===== src/rtl/aes_ks_pkg.sv =====
package aes_ks_pkg;

  typedef logic [31:0] word_t;

  // Multiply by x modulo x^8+x^4+x^3+x+1
  function automatic logic [7:0] gf_xtime(input logic [7:0] a);
    return {a[6:0], 1'b0} ^ (a[7] ? 8'h1b : 8'h00);
  endfunction

  // General product in GF(2^8), shift-and-add
  function automatic logic [7:0] gf_mul(input logic [7:0] a, input logic [7:0] b);
    logic [7:0] acc;
    logic [7:0] sh;
    acc = 8'h00;
    sh  = a;
    for (int i = 0; i < 8; i++) begin
      if (b[i]) acc = acc ^ sh;
      sh = gf_xtime(sh);
    end
    return acc;
  endfunction

  function automatic logic [7:0] gf_sq(input logic [7:0] a);
    return gf_mul(a, a);
  endfunction

  function automatic logic [7:0] rotl8(input logic [7:0] a, input int n);
    return (a << n) | (a >> (8 - n));
  endfunction

  // Affine output map of the substitution box
  function automatic logic [7:0] sbox_affine(input logic [7:0] inv);
    return inv ^ rotl8(inv, 1) ^ rotl8(inv, 2) ^ rotl8(inv, 3) ^ rotl8(inv, 4) ^ 8'h63;
  endfunction

  // Round constant top byte: doubling of 1, (idx-1) times
  function automatic logic [7:0] round_const(input int idx);
    logic [7:0] r;
    r = 8'h01;
    for (int i = 1; i < 10; i++) begin
      if (i < idx) r = gf_xtime(r);
    end
    return r;
  endfunction

  // Byte rotation toward the most significant end
  function automatic word_t rot_word(input word_t w);
    return {w[23:0], w[31:24]};
  endfunction

endpackage


===== src/rtl/aes_sbox_pipe.sv =====
// Substitution box with seven register stages.
// Inverse = x^254 built as x^2, x^3, x^12, x^15, x^240, x^252, x^254.
module aes_sbox_pipe (
  input  logic       clk,
  input  logic [7:0] din,
  output logic [7:0] dout
);
  import aes_ks_pkg::*;

  logic [7:0] s1_p2, s1_p3;
  logic [7:0] s2_p2, s2_p3, s2_p12;
  logic [7:0] s3_p2, s3_p12, s3_p15;
  logic [7:0] s4_p2, s4_p12, s4_p240;
  logic [7:0] s5_p2, s5_p252;
  logic [7:0] s6_inv;
  logic [7:0] s7_out;

  // stage 1: square and cube
  always_ff @(posedge clk) begin
    s1_p2 <= gf_sq(din);
    s1_p3 <= gf_mul(gf_sq(din), din);
  end

  // stage 2: x^12 = (x^3)^4
  always_ff @(posedge clk) begin
    s2_p2  <= s1_p2;
    s2_p3  <= s1_p3;
    s2_p12 <= gf_sq(gf_sq(s1_p3));
  end

  // stage 3: x^15
  always_ff @(posedge clk) begin
    s3_p2  <= s2_p2;
    s3_p12 <= s2_p12;
    s3_p15 <= gf_mul(s2_p12, s2_p3);
  end

  // stage 4: x^240 = (x^15)^16
  always_ff @(posedge clk) begin
    s4_p2   <= s3_p2;
    s4_p12  <= s3_p12;
    s4_p240 <= gf_sq(gf_sq(gf_sq(gf_sq(s3_p15))));
  end

  // stage 5: x^252
  always_ff @(posedge clk) begin
    s5_p2   <= s4_p2;
    s5_p252 <= gf_mul(s4_p240, s4_p12);
  end

  // stage 6: x^254, the inverse (0 stays 0)
  always_ff @(posedge clk) begin
    s6_inv <= gf_mul(s5_p252, s5_p2);
  end

  // stage 7: affine map
  always_ff @(posedge clk) begin
    s7_out <= sbox_affine(s6_inv);
  end

  assign dout = s7_out;

endmodule


===== src/rtl/ks_delay_line.sv =====
// Plain register delay used to keep the key words beside the substitution path.
module ks_delay_line #(
  parameter int W     = 128,
  parameter int DEPTH = 7
) (
  input  logic         clk,
  input  logic [W-1:0] d,
  output logic [W-1:0] q
);
  logic [W-1:0] sr [DEPTH];

  always_ff @(posedge clk) sr[0] <= d;

  for (genvar i = 1; i < DEPTH; i++) begin : g_tap
    always_ff @(posedge clk) sr[i] <= sr[i-1];
  end

  assign q = sr[DEPTH-1];

endmodule


===== src/rtl/aes_key_round_pipe.sv =====
module aes_key_round_pipe #(
  parameter int ROUND_IDX   = 1,
  parameter bit EXTRA_ALIGN = 1'b0
) (
  input  logic         clk,
  input  logic         rst_n,
  input  logic         in_valid,
  input  logic [127:0] in_key,
  output logic         out_valid,
  output logic [127:0] out_key
);
  import aes_ks_pkg::*;

  localparam int       SBOX_LAT = 7;
  localparam int       LAT      = 2 + SBOX_LAT + int'(EXTRA_ALIGN);
  localparam int       WARM_W   = $clog2(LAT + 1);
  localparam int       NBYTES   = 4;
  localparam logic [7:0] RCON_B = round_const(ROUND_IDX);

  // stage 0: capture
  logic [127:0] key_s0;
  always_ff @(posedge clk) key_s0 <= in_key;

  // rotated last word into the substitution boxes
  word_t rot_s0, sub_word;
  assign rot_s0 = rot_word(key_s0[31:0]);

  for (genvar b = 0; b < NBYTES; b++) begin : g_sbox
    aes_sbox_pipe u_sbox (
      .clk  (clk),
      .din  (rot_s0[8*b +: 8]),
      .dout (sub_word[8*b +: 8])
    );
  end

  // old words held beside the substitution path
  logic [127:0] key_dly;
  ks_delay_line #(.W(128), .DEPTH(SBOX_LAT)) u_words (
    .clk (clk),
    .d   (key_s0),
    .q   (key_dly)
  );

  // chained XOR, registered
  word_t tmp_word, n0, n1, n2, n3;
  assign tmp_word = sub_word ^ {RCON_B, 24'h000000};
  assign n0 = key_dly[127:96] ^ tmp_word;
  assign n1 = key_dly[95:64]  ^ n0;
  assign n2 = key_dly[63:32]  ^ n1;
  assign n3 = key_dly[31:0]   ^ n2;

  logic [127:0] key_nx;
  always_ff @(posedge clk) key_nx <= {n0, n1, n2, n3};

  // optional alignment stage
  if (EXTRA_ALIGN) begin : g_align
    logic [127:0] key_al;
    always_ff @(posedge clk) key_al <= key_nx;
    assign out_key = key_al;
  end else begin : g_noalign
    assign out_key = key_nx;
  end

  // valid pipeline, the only reset state
  logic [LAT-1:0] vld_sr;
  always_ff @(posedge clk) begin
    if (!rst_n) vld_sr <= '0;
    else        vld_sr <= {vld_sr[LAT-2:0], in_valid};
  end
  assign out_valid = vld_sr[LAT-1];

  // ---------------- assertion support ----------------
  // cycles since reset release, saturating at the pipeline depth
  logic [WARM_W-1:0] warm_cnt;
  logic              primed;
  always_ff @(posedge clk) begin
    if (!rst_n)       warm_cnt <= '0;
    else if (!primed) warm_cnt <= warm_cnt + 1'b1;
  end
  assign primed = (warm_cnt == WARM_W'(LAT));

  // valid flag follows the input flag by exactly LAT cycles
  a_r6_valid_latency: assert property (@(posedge clk) disable iff (!rst_n)
    primed |-> (out_valid == $past(in_valid, LAT)));

  // nothing valid leaves before a full pipeline depth after reset
  a_r7_quiet_after_reset: assert property (@(posedge clk) disable iff (!rst_n)
    !primed |-> !out_valid);

  // last two output words differ by the old last word
  a_r5_chain_tail: assert property (@(posedge clk) disable iff (!rst_n)
    primed |-> ((out_key[63:32] ^ out_key[31:0]) == $past(in_key[31:0], LAT)));

  // a zero last word substitutes to 63 bytes plus the round constant
  a_r4_zero_word_const: assert property (@(posedge clk) disable iff (!rst_n)
    (primed && ($past(in_key[31:0], LAT) == 32'h0)) |->
      (out_key[127:96] == ($past(in_key[127:96], LAT) ^ {8'h63 ^ RCON_B, 24'h636363})));

endmodule


===== config.mk =====
export PLATFORM = sky130hd
export DESIGN_NAME = aes_key_round_pipe
export DESIGN_NICKNAME = d
export VERILOG_FILES = /design/src/rtl/aes_ks_pkg.sv /design/src/rtl/aes_sbox_pipe.sv /design/src/rtl/ks_delay_line.sv /design/src/rtl/aes_key_round_pipe.sv
export SDC_FILE = /design/constraint.sdc
export NUM_CORES = 2
export LEC_CHECK = 0
export ABC_CLOCK_PERIOD_IN_PS = 7450
export BUFFER_PORTS_ARGS = -buffer_cell sky130_fd_sc_hd__buf_2
export CORE_ASPECT_RATIO = 0.5
export CORE_MARGIN = 1.5
export CORE_UTILIZATION = 60
export CTS_BUF_LIST = sky130_fd_sc_hd__clkbuf_16
export CTS_CLUSTER_SIZE = 8
export DETAILED_ROUTE_END_ITERATION = 16
export GPL_ROUTABILITY_DRIVEN = 0
export HOLD_SLACK_MARGIN = 0.12
export PLACE_DENSITY = 0.78
export SLEW_MARGIN = 25
export SYNTH_ARGS = -nofsm -noshare
export SYNTH_HDL_FRONTEND = slang
export SYNTH_SLANG_ARGS = --single-unit

===== constraint.sdc =====
create_clock -name clk -period 7.45 [get_ports clk]
set_input_delay 2.235 -clock clk [delete_from_list [all_inputs] [get_ports clk]]
set_output_delay 2.235 -clock clk [all_outputs]
set_load 0.01 [all_outputs]

Yosys cells after proc, flatten, opt, wreduce, memory -nomap -nowiden

Memory sizes are Yosys's and may differ from the RTL's.
Index checks and enable logic that the tools add are counted.

Mux-type cells: 660
Bitwise operators: 657

Operators by type and width:

| cell                                 | number |
|---|---|
| 8-bit XOR                            | 630 |
| 8-bit two-way mux                    | 352 |
| 5-bit two-way mux                    | 308 |
| 32-bit XOR                           | 4 |
| 8-bit by 1-bit OR with 8-bit output  | 4 |
| 8-bit by 2-bit OR with 8-bit output  | 4 |
| 8-bit by 3-bit OR with 8-bit output  | 4 |
| 8-bit by 4-bit OR with 8-bit output  | 4 |
| 4-bit inverter                       | 4 |
| 8-bit by 5-bit XOR with 8-bit output | 2 |
| 1-bit inverter                       | 1 |

Flip-flop bits (word level): 745
RAM bits: 896
Bits of input ports: 131
Output and inout bits: 129
Word-level logic and storage cells: 1381
Memories kept: 1

Memory list:

| memory     | words | bits a word | rd ports | clocked after Yosys merged registers in | wr ports | line                | source |
|---|---|---|---|---|---|---|---|
| u_words.sr | 7     | 128         | 7        | 0                                       | 7        | ks_delay_line.sv:10 | `logic [W-1:0] sr [DEPTH];` |

Longest topological paths before layout

Depth in word-level cells: 64
Depth in mapped cells: 24
Depth with buffers taken out: 22

Modules after synthesis

A second synthesis with hierarchy kept.

Cell total of the unflattened synthesis: 7013
Area, all modules: 70600.2 um^2

Modules (own cells, without submodules):

| module                                | times used | cells each | area each (um^2) | seq. area each (um^2) |
|---|---|---|---|---|
| aes_sbox_pipe at g_sbox[1].u_sbox ... | 3          | 1434       | 11417.2          | 2402.3 |
| ks_delay_line                         | 1          | 896        | 17937.2          | 17937.2 |
| aes_sbox_pipe at g_sbox[0].u_sbox     | 1          | 1381       | 10968.0          | 2402.3 |
| aes_key_round_pipe                    | 1          | 434        | 7443.4           | 5305.1 |

Worst setup path before layout

OpenSTA, ideal clock, no wires.

Kind: reg2reg
Start point: register g_sbox[0].u_sbox.s3_p15[0]
End point: register g_sbox[0].u_sbox.s4_p240[4]
Arrival: 5.459 ns
Data required time: 7.378 ns
Path slack: 1.919 ns
Stages on the path, launching flop included: 23
Path buffers: 1
Cells stage by stage: dfxtp_1 ha_1 buf_2 xnor2_1 nand2_1 o21ai_0 xnor2_1 ha_1 xor2_1 mux2i_1 xnor2_1 ha_1 nand2_1 xor2_1 xor2_1 clkinv_1 ha_1 xnor2_1 xor2_1 xnor2_1 a21oi_1 o21ai_1 xnor2_1

Word-level cells in the longest chain between the ends: 62
Elaborated cells on any way between the ends: 109
Classes of those cells: mux (53); bitwise (56)

Ends and longest elaborated chain:

| element                | line                | source |
|---|---|---|
| start, declared        | aes_sbox_pipe.sv:12 | `logic [7:0] s3_p2, s3_p12, s3_p15;` |
| start signal, assigned | aes_sbox_pipe.sv:35 | `s3_p15 <= gf_mul(s2_p12, s2_p3);` |
| 8-bit two-way mux      | aes_ks_pkg.sv:17    | `if (b[i]) acc = acc ^ sh;` |
| 8-bit XOR              | aes_ks_pkg.sv:17    |  |
| 8-bit two-way mux      | aes_ks_pkg.sv:17    |  |
| 8-bit XOR              | aes_ks_pkg.sv:17    |  |
| 8-bit two-way mux      | aes_ks_pkg.sv:17    |  |
| 8-bit XOR              | aes_ks_pkg.sv:17    |  |
| 8-bit two-way mux      | aes_ks_pkg.sv:17    |  |
| 8-bit XOR              | aes_ks_pkg.sv:17    |  |
| (+46 left out)         | --                  |  |
| 8-bit XOR              | aes_ks_pkg.sv:17    |  |
| 8-bit two-way mux      | aes_ks_pkg.sv:17    |  |
| 8-bit XOR              | aes_ks_pkg.sv:17    |  |
| 8-bit two-way mux      | aes_ks_pkg.sv:17    |  |
| 8-bit XOR              | aes_ks_pkg.sv:17    |  |
| 8-bit two-way mux      | aes_ks_pkg.sv:17    |  |
| 8-bit XOR              | aes_ks_pkg.sv:17    |  |
| 8-bit two-way mux (*)  | aes_ks_pkg.sv:17    |  |
| end signal, assigned   | aes_sbox_pipe.sv:42 | `s4_p240 <= gf_sq(gf_sq(gf_sq(gf_sq(s3_p15))));` |
| end, declared          | aes_sbox_pipe.sv:13 | `logic [7:0] s4_p2, s4_p12, s4_p240;` |

Mark *: on every way between the ends. The rest lies on a longest branch, timed or not.
A chain may end at the register's enable or synchronous reset.

Worst setup path in the final report

Start point: register g_sbox[0].u_sbox.s3_p15[3]
End point: register g_sbox[0].u_sbox.s4_p240[4]

Word-level cells in the longest chain between the ends: 60
Elaborated cells on any way between the ends: 110
Classes of those cells: mux (54); bitwise (56)

Ends and longest elaborated chain:

| element                                               | line |
|---|---|
| 8-bit XOR / 8-bit two-way mux (equally long branches) | aes_ks_pkg.sv:7, aes_ks_pkg.sv:17 |
| 8-bit XOR, on equally long branches                   | aes_ks_pkg.sv:17, aes_ks_pkg.sv:7 |
| 8-bit two-way mux / 8-bit XOR (equally long branches) | aes_ks_pkg.sv:17 |
| 8-bit XOR / 8-bit two-way mux (equally long branches) | aes_ks_pkg.sv:17 |
| 8-bit two-way mux / 8-bit XOR (equally long branches) | aes_ks_pkg.sv:17 |
| 8-bit XOR / 8-bit two-way mux (equally long branches) | aes_ks_pkg.sv:17 |
| 8-bit two-way mux / 8-bit XOR (equally long branches) | aes_ks_pkg.sv:17 |
| 8-bit XOR / 8-bit two-way mux (equally long branches) | aes_ks_pkg.sv:17 |
| (+44 left out)                                        | -- |
| 8-bit XOR                                             | aes_ks_pkg.sv:17 |
| 8-bit two-way mux                                     | aes_ks_pkg.sv:17 |
| 8-bit XOR                                             | aes_ks_pkg.sv:17 |
| 8-bit two-way mux                                     | aes_ks_pkg.sv:17 |
| 8-bit XOR                                             | aes_ks_pkg.sv:17 |
| 8-bit two-way mux                                     | aes_ks_pkg.sv:17 |
| 8-bit XOR                                             | aes_ks_pkg.sv:17 |
| 8-bit two-way mux (*)                                 | aes_ks_pkg.sv:17 |

Marks and branches as above.

==> impl_metrics.csv <==
group,metric,value,unit
sta,maxSlewViolCount,0,
cts,cts_tree,"yes",
die,boundaryPins,260,
die,die_area,112100,sq um
logic_synthesis,ys_ff_latch,1641,
worst_hold_path,hp-class,"reg2reg",
worst_setup_path,crit_fanout,16,
sta,timing.fmax,0.1499,GHz
sta,finalCriticalPeriod,6.671,ns
die,num_rows,85,
job,drv_cap,0,
logic_synthesis,syn_inst,6696,
detailed_routing,first_pass_iters,6,
logic_synthesis,synth_common_cells,"1,641 x dfxtp_1, 1,482 x xnor2_1, 1,096 x nand2_1",
placed_design,port_buffers,259,
cts,root_buffer,"clkbuf_16",
sta,fin_setup_tns,0,ns
logic_synthesis,synth_edf_count,0,
grt,antenna_found_initial,7,
grt,use_met2,0.4092,
grt,busiest_layer,"met2",
detailed_routing,drcViolationCount,0,
grt,grt_pass1_wl,216900,um
grt,grt-ovfl-total,0,
cts,cts_setup_buffers,0,
sta,final-setup-viol-count,0,
sta,fin_hold_ws,0.2637,ns
die,die_y,237.5,um
detailed_routing,ant_nets,0,
finish,final_nets,7009,
detailed_routing,viasPerCell,5.207,
logic_synthesis,synthArstFlopShare,0,
detailed_routing,num_vias,43230,
grt,grt_max_degree,35,
grt,met1_usage,0.2935,
cts,htree_levels,4,
die,fp.dieW,472.1,um
sta,rsz0062_at_grt,"no",
cts,clk_pin_slew_worst_paths,0.05,ns
grt,grt_util_met3,0.04202,
outcome,status,"finished clean",
cts,cts.sinks,1641,
logic_synthesis,synth.most_common_cell,"dfxtp_1",
grt,grt_pass1_vias,43350,
cts,max-clock-path-buffers,3,
finish,area_growth,12.12,%
placed_design,place_hpwl,88280,um
sta,tightest_slew,1.061,ns
logic_synthesis,synth-main-ff-cell,"dfxtp_1",
detailed_routing,wire_per_inst,16.15,um
cts,cts_hold_buf,0,
logic_synthesis,yosysUniqueCellTypes,77,
finish,largest_reg_flops,896,
logic_synthesis,synthTopCellsByArea,"dfxtp_1 50%, xnor2_1 20%, xor2_1 8.3%",
finish,drive_gt1_frac,0.08303,
worst_setup_path,path_class,"reg2reg",
detailed_routing,first_iter_violations,3005,
cts,cts_buffers,223,
logic_synthesis,ys_seq_area_frac,0.4977,
logic_synthesis,synth.avg_cell_area,9.858,sq um
detailed_routing,routed_wl,134100,um
die,core,108300,sq um
logic_synthesis,synth_nets,6855,
sta,slew_headroom,0.2916,
logic_synthesis,netlist_area,66010,sq um
logic_synthesis,yosys.area.top_type,"dfxtp_1",
logic_synthesis,yosys_warnings,0,
sta,final.setup_skew,0.09571,ns
worst_setup_path,crit_arrival,7.33,ns
sta,period_share,0.8955,
worst_setup_path,critPathLaunchType,"flop",
cts,post_cts_resized,0,
cts,clk-insertion-delay-late,0.84,ns
finish,regMostFlops,"u_words.sr",
logic_synthesis,synth_top_area_frac,0.4977,
die,initial_core_util,0.6097,
worst_setup_path,cp-end-kind,"flop",
worst_setup_path,cp.required,8.11,ns
sta,hold_viol,0,
grt,grt.total_usage,0.2352,
==> kinds of logic (layout without fill, tap and decap cells) <==
family | after synthesis | after routing | share of synthesized area
XOR/XNOR | 2139 | 2139 | 0.2881
flip-flops | 1641 | 1641 | 0.4977
AND/OR/NAND/NOR | 1580 | 1580 | 0.09870
AO/OA/AOI/OAI | 707 | 707 | 0.06456
buffers and inverters | 490 | 659 | 0.02864
multiplexers | 111 | 111 | 0.01698
adder cells (fa/ha/maj) | 28 | 28 | 0.005307
other | 0 | 2 | 0
==> worst paths after layout <==
| kind | cells after the start | startpoint | slack [ns] | endpoint |
|---|---|---|---|---|
| max | 21 | g_sbox[0].u_sbox.s3_p15[3] | 0.78 | g_sbox[0].u_sbox.s4_p240[4] |
| min | 0 | u_words.sr[2][81] | 0.26 | u_words.sr[3][81] |
| max reg2reg | 21 | g_sbox[0].u_sbox.s3_p15[3] | 0.78 | g_sbox[0].u_sbox.s4_p240[4] |
| min reg2reg | 0 | u_words.sr[2][81] | 0.26 | u_words.sr[3][81] |
==> through the flow <==
stage / area [sq um] / worst slack [ns] / utilization / std cells
5_1_grt: 74010 / 0.1011 / 0.6836 / 8301
3_3_place_gp: 67910 / 1.113 / 0.6273 / 8060
4_1_cts: 73940 / 0.8313 / 0.6829 / 8300
2_1_floorplan: 66010 / 1.919 / - / 6696
6_report: 74010 / 0.7789 / 0.6836 / 8302
3_5_place_dp: 67910 / 0.8463 / 0.6273 / 8060
==> routing by layer <==
| layer | part of all wire | vias up |
|---|---|---|
| met1 | 0.44 | 20390 |
| met4 | 0.023 | 2 |
| met2 | 0.49 | 1213 |
| met3 | 0.051 | 225 |
| li1 | - | 21400 |
| met5 | 0.000097 | - |
==> area by class of cell <==
| cell class | count | area (sq um) |
|---|---|---|
| fill | 7729 | 34260 |
| tap | 1435 | 1795 |
| sequential | 1641 | 32850 |
| antenna | 2 | 5.005 |
| clock inverter | 17 | 442.9 |
| clock buffer | 223 | 5580 |
| timing repair buffer | 286 | 1499 |
| inverter | 133 | 499.2 |
| multi-input combinational | 4565 | 31340 |
==> placed cells by master (no fill, tap or decap), types with 13 or more instances in the layout <==
cell type | netlist | routed
dfxtp_1 | 1641 | 1640
xnor2_1 | 1482 | 1474
nand2_1 | 1096 | 1096
xor2_1 | 629 | 628
buf_2 | 28 | 259
a21oi_1 | 258 | 258
nor2_1 | 229 | 229
clkbuf_16 | 0 | 223
o21ai_0 | 178 | 178
inv_1 | 126 | 127
mux2i_1 | 103 | 103
nand3_1 | 64 | 64
o22ai_1 | 54 | 54
nor2b_1 | 46 | 46
nand2b_1 | 44 | 44
o221ai_1 | 31 | 31
a22oi_1 | 31 | 31
ha_1 | 28 | 28
buf_4 | 2 | 27
o211ai_1 | 26 | 26
a31oi_1 | 26 | 26
nor3_1 | 23 | 23
xnor2_2 | 12 | 20
nor3b_1 | 18 | 18
a211oi_1 | 17 | 17
and2_1 | 15 | 15
and3_1 | 13 | 13
clkinv_16 | 0 | 13
==> worst max-delay path: stages (launching register included) <==
cell and delay, ns:
dfxtp_1 0.64, nor2b_2 0.31, o21ai_1 0.14, xor2_1 0.19
o21ai_0 0.43, xnor2_1 0.25, ha_1 0.42, xor2_1 0.32
mux2i_1 0.15, xnor2_1 0.39, ha_1 0.37, nand2_1 0.10
xor2_1 0.17, xor2_1 0.52, clkinv_1 0.41, ha_1 0.47
xnor2_1 0.52, xor2_1 0.16, xnor2_1 0.18, a21oi_1 0.18
o21ai_1 0.08, xnor2_1 0.15
Power is left out: the tool's default activity adds up to more than one toggle a clock period on the data nets, which glitch-free logic cannot reach.
